<file path="src/rtl/muldiv_pkg.sv">
package muldiv_pkg;
    // Register blocks, selected by the two top address bits
    typedef enum logic [1:0] {
        BLK_CTRL = 2'd0,
        BLK_A    = 2'd1,
        BLK_B    = 2'd2,
        BLK_C    = 2'd3
    } blk_e;

    // Control-register field positions
    localparam int CTL_DIV_BIT  = 7;
    localparam int CTL_ACC_BIT  = 6;
    localparam int CTL_SGN_BIT  = 3;

    // Mode selection: control ANDed with this mask
    localparam logic [7:0] MODE_MASK = 8'hC8;
    localparam logic [7:0] MODE_UMUL = 8'h00;
    localparam logic [7:0] MODE_SMUL = 8'h08;
    localparam logic [7:0] MODE_UMAC = 8'h40;
    localparam logic [7:0] MODE_SMAC = 8'h48;
endpackage

</file>
<file path="src/rtl/muldiv_byte_track.sv">
module muldiv_byte_track #(
    parameter int NBYTES = 4,
    localparam int IDX_W = $clog2(NBYTES)
) (
    input  logic             clk,
    input  logic             rst_n,
    input  logic             byte_wr,
    input  logic [IDX_W-1:0] byte_idx,
    output logic             fire
);
    logic [NBYTES-1:0] seen_d, seen_q;
    logic [NBYTES-1:0] seen_new;

    always_comb begin
        seen_new = seen_q | (NBYTES'(1) << byte_idx);
        fire     = byte_wr && (seen_new == '1);
        seen_d   = seen_q;
        if (fire) begin
            seen_d = '0;
        end else if (byte_wr) begin
            seen_d = seen_new;
        end
    end

    always_ff @(posedge clk or negedge rst_n) begin
        if (!rst_n) begin
            seen_q <= '0;
        end else begin
            seen_q <= seen_d;
        end
    end

    // after a multiply fires the tracker is empty
    assert_fire_clears_R6: assert property (@(posedge clk) disable iff (!rst_n)
        fire |=> (seen_q == '0));
endmodule

</file>
<file path="src/rtl/muldiv_mult.sv">
module muldiv_mult #(
    parameter int OP_W = 16,
    localparam int RES_W = 2 * OP_W
) (
    input  logic [OP_W-1:0]  op_lo,
    input  logic [OP_W-1:0]  op_hi,
    input  logic             is_signed,
    input  logic [RES_W-1:0] acc_in,
    output logic [RES_W-1:0] product,
    output logic [RES_W-1:0] acc_sum
);
    logic signed [OP_W:0] ext_lo, ext_hi;

    always_comb begin
        ext_lo  = {is_signed & op_lo[OP_W-1], op_lo};
        ext_hi  = {is_signed & op_hi[OP_W-1], op_hi};
        product = RES_W'(ext_lo * ext_hi);
        acc_sum = acc_in + product;
    end
endmodule

</file>
<file path="src/rtl/muldiv_divider.sv">
module muldiv_divider #(
    parameter int DATA_W = 32,
    parameter int BITS_PER_STEP = 2,
    localparam int STEPS = DATA_W / BITS_PER_STEP,
    localparam int CNT_W = $clog2(STEPS + 1)
) (
    input  logic              clk,
    input  logic              rst_n,
    input  logic              start,
    input  logic [DATA_W-1:0] dividend,
    input  logic [DATA_W-1:0] divisor,
    output logic              busy,
    output logic              done,
    output logic [DATA_W-1:0] quotient,
    output logic [DATA_W-1:0] remainder
);
    typedef struct packed {
        logic              busy;
        logic [CNT_W-1:0]  cnt;
        logic [DATA_W-1:0] quo;
        logic [DATA_W-1:0] rem;
        logic [DATA_W-1:0] dvs;
    } div_st_t;

    div_st_t st_d, st_q;
    logic [DATA_W:0]   trial;
    logic [DATA_W-1:0] q_w, r_w;
    logic              last_step;

    always_comb begin
        st_d      = st_q;
        last_step = (st_q.cnt == CNT_W'(STEPS));
        done      = st_q.busy && last_step;
        q_w       = st_q.quo;
        r_w       = st_q.rem;
        trial     = '0;
        if (start && !st_q.busy) begin
            st_d.busy = 1'b1;
            st_d.cnt  = '0;
            st_d.quo  = dividend;
            st_d.rem  = '0;
            st_d.dvs  = divisor;
        end else if (st_q.busy) begin
            if (last_step) begin
                st_d.busy = 1'b0;
            end else begin
                for (int k = 0; k < BITS_PER_STEP; k++) begin
                    trial = {r_w, q_w[DATA_W-1]};
                    q_w   = {q_w[DATA_W-2:0], 1'b0};
                    if (trial >= {1'b0, st_q.dvs}) begin
                        trial  = trial - {1'b0, st_q.dvs};
                        q_w[0] = 1'b1;
                    end
                    r_w = trial[DATA_W-1:0];
                end
                st_d.quo = q_w;
                st_d.rem = r_w;
                st_d.cnt = st_q.cnt + 1'b1;
            end
        end
        busy = st_q.busy;
        if (st_q.dvs == '0) begin
            quotient  = '1;
            remainder = '1;
        end else begin
            quotient  = st_q.quo;
            remainder = st_q.rem;
        end
    end

    always_ff @(posedge clk or negedge rst_n) begin
        if (!rst_n) begin
            st_q <= '0;
        end else begin
            st_q <= st_d;
        end
    end

    // busy holds until every step has run
    assert_busy_len_R7: assert property (@(posedge clk) disable iff (!rst_n)
        (st_q.busy && !last_step) |=> st_q.busy);
    // busy drops right after the writeback cycle
    assert_done_clears_R7: assert property (@(posedge clk) disable iff (!rst_n)
        done |=> !st_q.busy);
endmodule

</file>
<file path="src/rtl/muldiv_mmio.sv">
module muldiv_mmio
    import muldiv_pkg::*;
#(
    parameter int OP_W = 16,
    parameter int DIV_BITS_PER_STEP = 2,
    localparam int RES_W = 2 * OP_W,
    localparam int NBYTES = RES_W / 8,
    localparam int IDX_W = $clog2(NBYTES),
    localparam int ADDR_W = IDX_W + 2
) (
    input  logic              clk,
    input  logic              rst_n,
    input  logic [ADDR_W-1:0] addr,
    input  logic              wr_en,
    input  logic [7:0]        wr_data,
    output logic [7:0]        rd_data
);
    typedef struct packed {
        logic [7:0]       ctrl;
        logic [RES_W-1:0] a;
        logic [RES_W-1:0] b;
        logic [RES_W-1:0] c;
    } regs_t;

    regs_t st_d, st_q;

    blk_e             blk;
    logic [IDX_W-1:0] idx;
    logic             wr_ok;
    logic [RES_W-1:0] a_new;
    logic [7:0]       mode;
    logic             mul_fire;
    logic [RES_W-1:0] prod, acc_sum;
    logic             div_start, div_busy, div_done;
    logic [RES_W-1:0] div_q, div_r;

    function automatic logic [RES_W-1:0] put_byte(input logic [RES_W-1:0] w,
                                                  input logic [IDX_W-1:0] i,
                                                  input logic [7:0] v);
        logic [RES_W-1:0] r;
        r = w;
        r[i*8 +: 8] = v;
        return r;
    endfunction

    function automatic logic [7:0] get_byte(input logic [RES_W-1:0] w,
                                            input logic [IDX_W-1:0] i);
        return w[i*8 +: 8];
    endfunction

    muldiv_byte_track #(.NBYTES(NBYTES)) u_track (
        .clk      (clk),
        .rst_n    (rst_n),
        .byte_wr  (wr_ok && (blk == BLK_A)),
        .byte_idx (idx),
        .fire     (mul_fire)
    );

    muldiv_mult #(.OP_W(OP_W)) u_mult (
        .op_lo     (a_new[OP_W-1:0]),
        .op_hi     (a_new[RES_W-1:OP_W]),
        .is_signed (st_q.ctrl[CTL_SGN_BIT]),
        .acc_in    (st_q.c),
        .product   (prod),
        .acc_sum   (acc_sum)
    );

    muldiv_divider #(.DATA_W(RES_W), .BITS_PER_STEP(DIV_BITS_PER_STEP)) u_div (
        .clk       (clk),
        .rst_n     (rst_n),
        .start     (div_start),
        .dividend  (st_q.a),
        .divisor   (st_q.b),
        .busy      (div_busy),
        .done      (div_done),
        .quotient  (div_q),
        .remainder (div_r)
    );

    always_comb begin
        st_d      = st_q;
        blk       = blk_e'(addr[ADDR_W-1 -: 2]);
        idx       = addr[IDX_W-1:0];
        wr_ok     = wr_en && !div_busy;
        mode      = st_q.ctrl & MODE_MASK;
        div_start = 1'b0;

        a_new = st_q.a;
        if (wr_ok && blk == BLK_A) begin
            a_new = put_byte(st_q.a, idx, wr_data);
        end
        st_d.a = a_new;

        if (wr_ok) begin
            unique case (blk)
                BLK_CTRL: begin
                    if (idx == '0) begin
                        st_d.ctrl = {wr_data[7:1], 1'b0};
                        div_start = wr_data[CTL_DIV_BIT] & wr_data[0];
                    end
                end
                BLK_B:   st_d.b = put_byte(st_q.b, idx, wr_data);
                BLK_C:   st_d.c = put_byte(st_q.c, idx, wr_data);
                default: ;
            endcase
        end

        if (mul_fire) begin
            unique case (mode)
                MODE_UMUL, MODE_SMUL: st_d.b = prod;
                MODE_UMAC, MODE_SMAC: begin
                    st_d.b = prod;
                    st_d.c = acc_sum;
                end
                default: ;
            endcase
        end

        if (div_done) begin
            st_d.a = div_q;
            st_d.c = div_r;
        end

        unique case (blk)
            BLK_CTRL: rd_data = (idx == '0) ? (st_q.ctrl | {7'd0, div_busy}) : 8'h00;
            BLK_A:    rd_data = get_byte(st_q.a, idx);
            BLK_B:    rd_data = get_byte(st_q.b, idx);
            default:  rd_data = get_byte(st_q.c, idx);
        endcase
    end

    always_ff @(posedge clk or negedge rst_n) begin
        if (!rst_n) begin
            st_q <= '0;
        end else begin
            st_q <= st_d;
        end
    end

    // operands stay frozen while a division runs
    assert_busy_freeze_R10: assert property (@(posedge clk) disable iff (!rst_n)
        (div_busy && !div_done) |=> ($stable(st_q.a) && $stable(st_q.b)));
    // zero divisor leaves all-ones in quotient and remainder
    assert_div_zero_R9: assert property (@(posedge clk) disable iff (!rst_n)
        (div_done && st_q.b == '0) |=> (st_q.a == '1 && st_q.c == '1));
    // a start is only accepted while idle
    assert_start_idle_R7: assert property (@(posedge clk) disable iff (!rst_n)
        div_start |-> !div_busy);
endmodule

</file>
<file path="config.mk">
export PLATFORM = sky130hd
export DESIGN_NAME = muldiv_mmio
export DESIGN_NICKNAME = d
export VERILOG_FILES = /design/src/rtl/muldiv_pkg.sv /design/src/rtl/muldiv_byte_track.sv /design/src/rtl/muldiv_mult.sv /design/src/rtl/muldiv_divider.sv /design/src/rtl/muldiv_mmio.sv
export SDC_FILE = /design/constraint.sdc
export NUM_CORES = 2
export LEC_CHECK = 0
export BUFFER_PORTS_ARGS = -buffer_cell sky130_fd_sc_hd__clkbuf_2
export CAP_MARGIN = 20
export CORE_MARGIN = 8
export CORE_UTILIZATION = 70
export CTS_CLUSTER_SIZE = 20
export DETAILED_ROUTE_END_ITERATION = 6
export HOLD_SLACK_MARGIN = 0.03
export PLACE_DENSITY = 0.87
export REMOVE_ABC_BUFFERS = 1
export SLEW_MARGIN = 20
export SYNTH_ARGS = -nofsm -noshare
export SYNTH_HDL_FRONTEND = slang
export SYNTH_SLANG_ARGS = --single-unit
export TNS_END_PERCENT = 100
</file>
<file path="constraint.sdc">
create_clock -name clk -period 25.2 [get_ports clk]
set_input_delay 2.52 -clock clk [delete_from_list [all_inputs] [get_ports clk]]
set_output_delay 2.52 -clock clk [all_outputs]
set_load 0.01 [all_outputs]
</file>
Word level (Yosys, flattened, before mapping)
Index checks and enable logic that the tools add are counted.
- div/mod/pow operators: 0
- reductions and logical operators: 16
- multipliers: 1
- add/sub/neg operators: 5
- shift-type cells: 6
- multiplexer cells: 32
- equal/unequal tests: 9
- order comparisons: 2
- bitwise logic cells: 5
- operators by type and width (cell ; number):
    32-bit two-way mux ; 14
    70-bit two-way mux ; 2
    64-bit two-way mux ; 2
    32-bit bitwise mux ; 3
    32-bit by 6-bit variable part select with 8-bit output ; 3
    69-bit two-way mux ; 1
    33-bit by 32-bit >= comparator with 1-bit output ; 2
    32-bit subtractor ; 2
    5-bit negator with 34-bit output ; 1
    8-bit by 34-bit variable shift with 32-bit output, first input constant ; 1
    8-bit by 34-bit variable part select with 32-bit output ; 1
    32-bit adder ; 1
    32-bit logical NOT ; 1
    17-bit by 17-bit multiplier with 32-bit output ; 1
    8-bit case mux with 3 select lines ; 1
    8-bit logical NOT ; 1
    4-bit two-way mux ; 2
    8-bit two-way mux ; 1
    8-bit by 1-bit bitwise OR with 8-bit output ; 1
    3-bit by 2-bit equality test with 1-bit output, second input constant ; 2
    1-bit two-way mux ; 6
    5-bit by 1-bit adder with 5-bit output, second input constant ; 1
    5-bit equality test, second input constant ; 1
    1-bit logical AND ; 5
    other kinds (15) ; 20
- RAM bits: 0
- bits in latches: 0
- flip-flop bits (word level): 209
- logic and storage cells: 86
- memory bits (read-only): 0
- memories kept: 0

Logic depth before layout (Yosys ltp)
- depth after elaboration: 11
- mapped depth: 40

By module
From an unflattened synthesis, not the netlist that was laid out.
- cells, all modules: 3091
- area, all modules: 27350.0 µm²
- by module, submodules not included (module ; seq. area each (µm²) ; cells each ; area an instance (µm²) ; instances):
    muldiv_mult ; 0.0 ; 1325 ; 11865.1 ; 1
    muldiv_divider ; 2552.4 ; 1092 ; 8755.9 ; 1
    muldiv_mmio ; 2577.5 ; 646 ; 6478.7 ; 1
    muldiv_byte_track ; 100.1 ; 28 ; 250.2 ; 1

Least setup slack after synthesis
OpenSTA, ideal clock, no wires.
- kind: input to register
- start: in addr[0]
- end: reg st_q[31] (netlist bit)
- path buffers: 4
- required time: 25.123 ns
- setup time: 0.077 ns
- arrival time: 11.167 ns
- slack: 13.956 ns
- stages: 38
- path through: buf_1 > inv_1 > ha_1 > clkbuf_1 > nor3b_2 > nand2_1 > o21ai_0 > clkbuf_1 > nand2_1 > fa_1 > inv_1 > fa_1 > inv_1 > fa_1 > inv_1 > fa_1 > fa_1 > inv_1 > (+2 left out) > ha_1 > clkbuf_1 > a41oi_1 > o21a_1 > o21ai_1 > a21oi_2 > o211ai_1 > a31o_2 > a21oi_1 > xnor2_1 > ha_1 > a21o_1 > a21o_1 > a21o_1 > a21oi_1 > o21ai_1 > xor3_1 > a21oi_1
- RTL lines (element ; line ; source):
    start: declaration ; muldiv_mmio.sv:13 ; input logic [ADDR_W-1:0] addr,
    end signal: assignment ; muldiv_mmio.sv:136 ; st_q <= st_d;
    end: declaration ; muldiv_mmio.sv:25 ; regs_t st_d, st_q;

==> impl_metrics.ini <==
[worst_setup_path]
cpMaxStageDelayCell = a32oi_1
path_max_fanout = 35
crit_type = primary input to register
max_stage_delay_ns = 1.08
cp.required_ns = 25.56
start_kind = primary input
crit_arrival_ns = 13.23
cp-end-kind = register

[route]
drc = 0
viasPerCell = 6.67
firstDrtPassIters = 7
wl_per_cell_um = 23.5
drt_iter0_drc = 3212
drt_wl_total_um = 83700
vias = 23800
final_antenna_net_count = 0

[floorplan]
coreArea_um2 = 37200
io_pins = 23
fp.dieH_um = 209
die_area_um2 = 43800
rows = 71
die_w_um = 209
start_util_pct = 70.3

[clock_network]
post_cts_buffers = 0
holdBufCountCts = 0
insertion_delay_ns = 0.53
cts_max_path_buffers = 3
cts-htree-levels = 1
clock-sinks = 209
cts_tree = yes
cts_inserted_buffers = 23
cts_root_buf = clkbuf_16
clk_pin_slew_ns = 0.07
ctsResizeCount = 0

[finish]
area_growth_pct = 4.54
most-common-layout-cells = inv_1 (437), nand2_1 (433), nor2_1 (321)
register_area_um2 = 5230
design_area_um2 = 27400
fill_cells = 2767
fin_nets = 3571
layout-drive-gt1-share_pct = 5.75
fin_util_pct = 73.5
final_common_cell = inv_1
multi_input_area_um2 = 18800

[grt]
overflow = 0
antenna_found_initial = 3
grt_max_degree = 101
grt_use_total_pct = 38.0
grt_pass1_vias = 24000
grt_first_pass_wirelength_um = 131000

[logic_synthesis]
ys_ff_latch = 209
synth-edff-count = 0
synth_area_um2 = 26200
synth_top_area_share_pct = 21.8
post-synth-top-area-cell = fa_1
synth_area_leaders = fa_1 (22%), dfrtp_1 (20%), ha_1 (9.2%), inv_1 (6.3%), nand2_1 (6.2%)
synth_ff_type = dfrtp_1
syn_avg_cell_area_um2 = 8.35
ys_seq_area_share_pct = 20.0
ys_warn_count = 0
yosysUniqueCellTypes = 94
async_flop_share_pct = 100
synthCells = 3135

[placement]
dpl_cell_area_um2 = 26700
dp_slack_ns = 12.20
port_buffers = 22
place_congestion = 1.08
post-dp-hpwl_um = 64900

[timing]
rsz0062_at_grt = no
finalClockSkew_ns = 0.00985
final_hold_viol_count = 0
post-route-period-util_pct = 51.1
timing.slew.headroom_pct = 17.1
setup_viol = 0
setup_tns_ns = 0
max_clock_freq_ghz = 0.0777
period_needed_ns = 12.88
worstMarginPinSlew_ns = 1.24
slew_viol_final = 0
timing.final.ws_setup_ns = 12.32

[hold_path]
hold_path_class = register to register

[flow_run]
maxCapViolCount = 0

[outcome]
status = finished clean
[kinds of logic after synthesis]
kind of cell,count (synthesis),share of synthesized area [%]
and+or+nand+nor,926,14.8
AOI/OAI and AO/OA,765,18.9
buffers and inverters,581,8.56
adders and majority gates,478,31.0
DFF,209,20.0
xor gates and xnor gates,123,4.17
muxes,53,2.57
[state kept, by name, summed over array words and instances, names as in the netlist]
signal,flops
u_div.st_q,101
st_q,100
u_track.seen_q,4
mode,3
u_div.busy,1
[per-stage QoR]
stage                     std cells  hold WS, ns
after floorplan                2992        0.463
after global placement         3523        0.478
after detailed placement       3525        0.486
after CTS                      3565        0.501
after global routing           3567        0.542
final                          3569        0.504
[cell usage after synthesis (20+ instances only)]
| cell type | number |
|---|---|
| a21o_1 | 42 |
| inv_1 | 437 |
| ha_1 | 193 |
| nor3_1 | 25 |
| o21ai_0 | 188 |
| dfrtp_1 | 209 |
| o21a_1 | 39 |
| nand3_1 | 34 |
| o211ai_1 | 23 |
| clkbuf_1 | 127 |
| a21oi_1 | 199 |
| nor2_1 | 323 |
| a22oi_1 | 65 |
| a32oi_1 | 23 |
| xnor2_1 | 74 |
| fa_1 | 285 |
| xor2_1 | 48 |
| mux2i_1 | 20 |
| nand2_1 | 433 |
| o21ai_1 | 51 |
[final timing paths]
check,start,endpoint,slack (ns),cells past startpoint
max,addr[3],st_q[30],12.32,37
min,u_track.seen_q[2],u_track.seen_q[2],0.50,2
max reg2reg,u_div.busy,st_q[30],14.30,35
min reg2reg,u_track.seen_q[2],u_track.seen_q[2],0.50,2
max in group asynchronous,rst_n,st_q[71],21.19,3
min in group asynchronous,rst_n,u_div.st_q[57],2.05,1
[final cells by class]
class / instances / area share, %
Inverter: 438 / 6.01
Antenna cell: 2 / 0.0183
Clock buffer: 33 / 2.35
Tap cell: 474 / 2.17
Multi-Input combinational cell: 2345 / 68.6
Clock inverter: 7 / 0.160
Timing Repair Buffer: 61 / 1.55
Sequential cell: 209 / 19.1
[metal layers]
layer	part of all wire, %	vias to the layer above	track usage (%)
met5	0.029	-	0
met4	6.4	4	19.2
met3	13	429	11.0
met2	44	1615	58.4
met1	37	11500	48.6
li1	-	10300	-
[worst max-delay path, delay by kind of cell]
family,cells,cell delay (ns)
xor gates and xnor gates,2,0.52
adders and majority gates,9,3.69
buffers and inverters,7,0.77
AOI/OAI and AO/OA,15,4.13
and+or+nand+nor,4,1.60
Power is not shown: default switching activity piles up to over one toggle a cycle in this logic, so the estimate is an artifact.
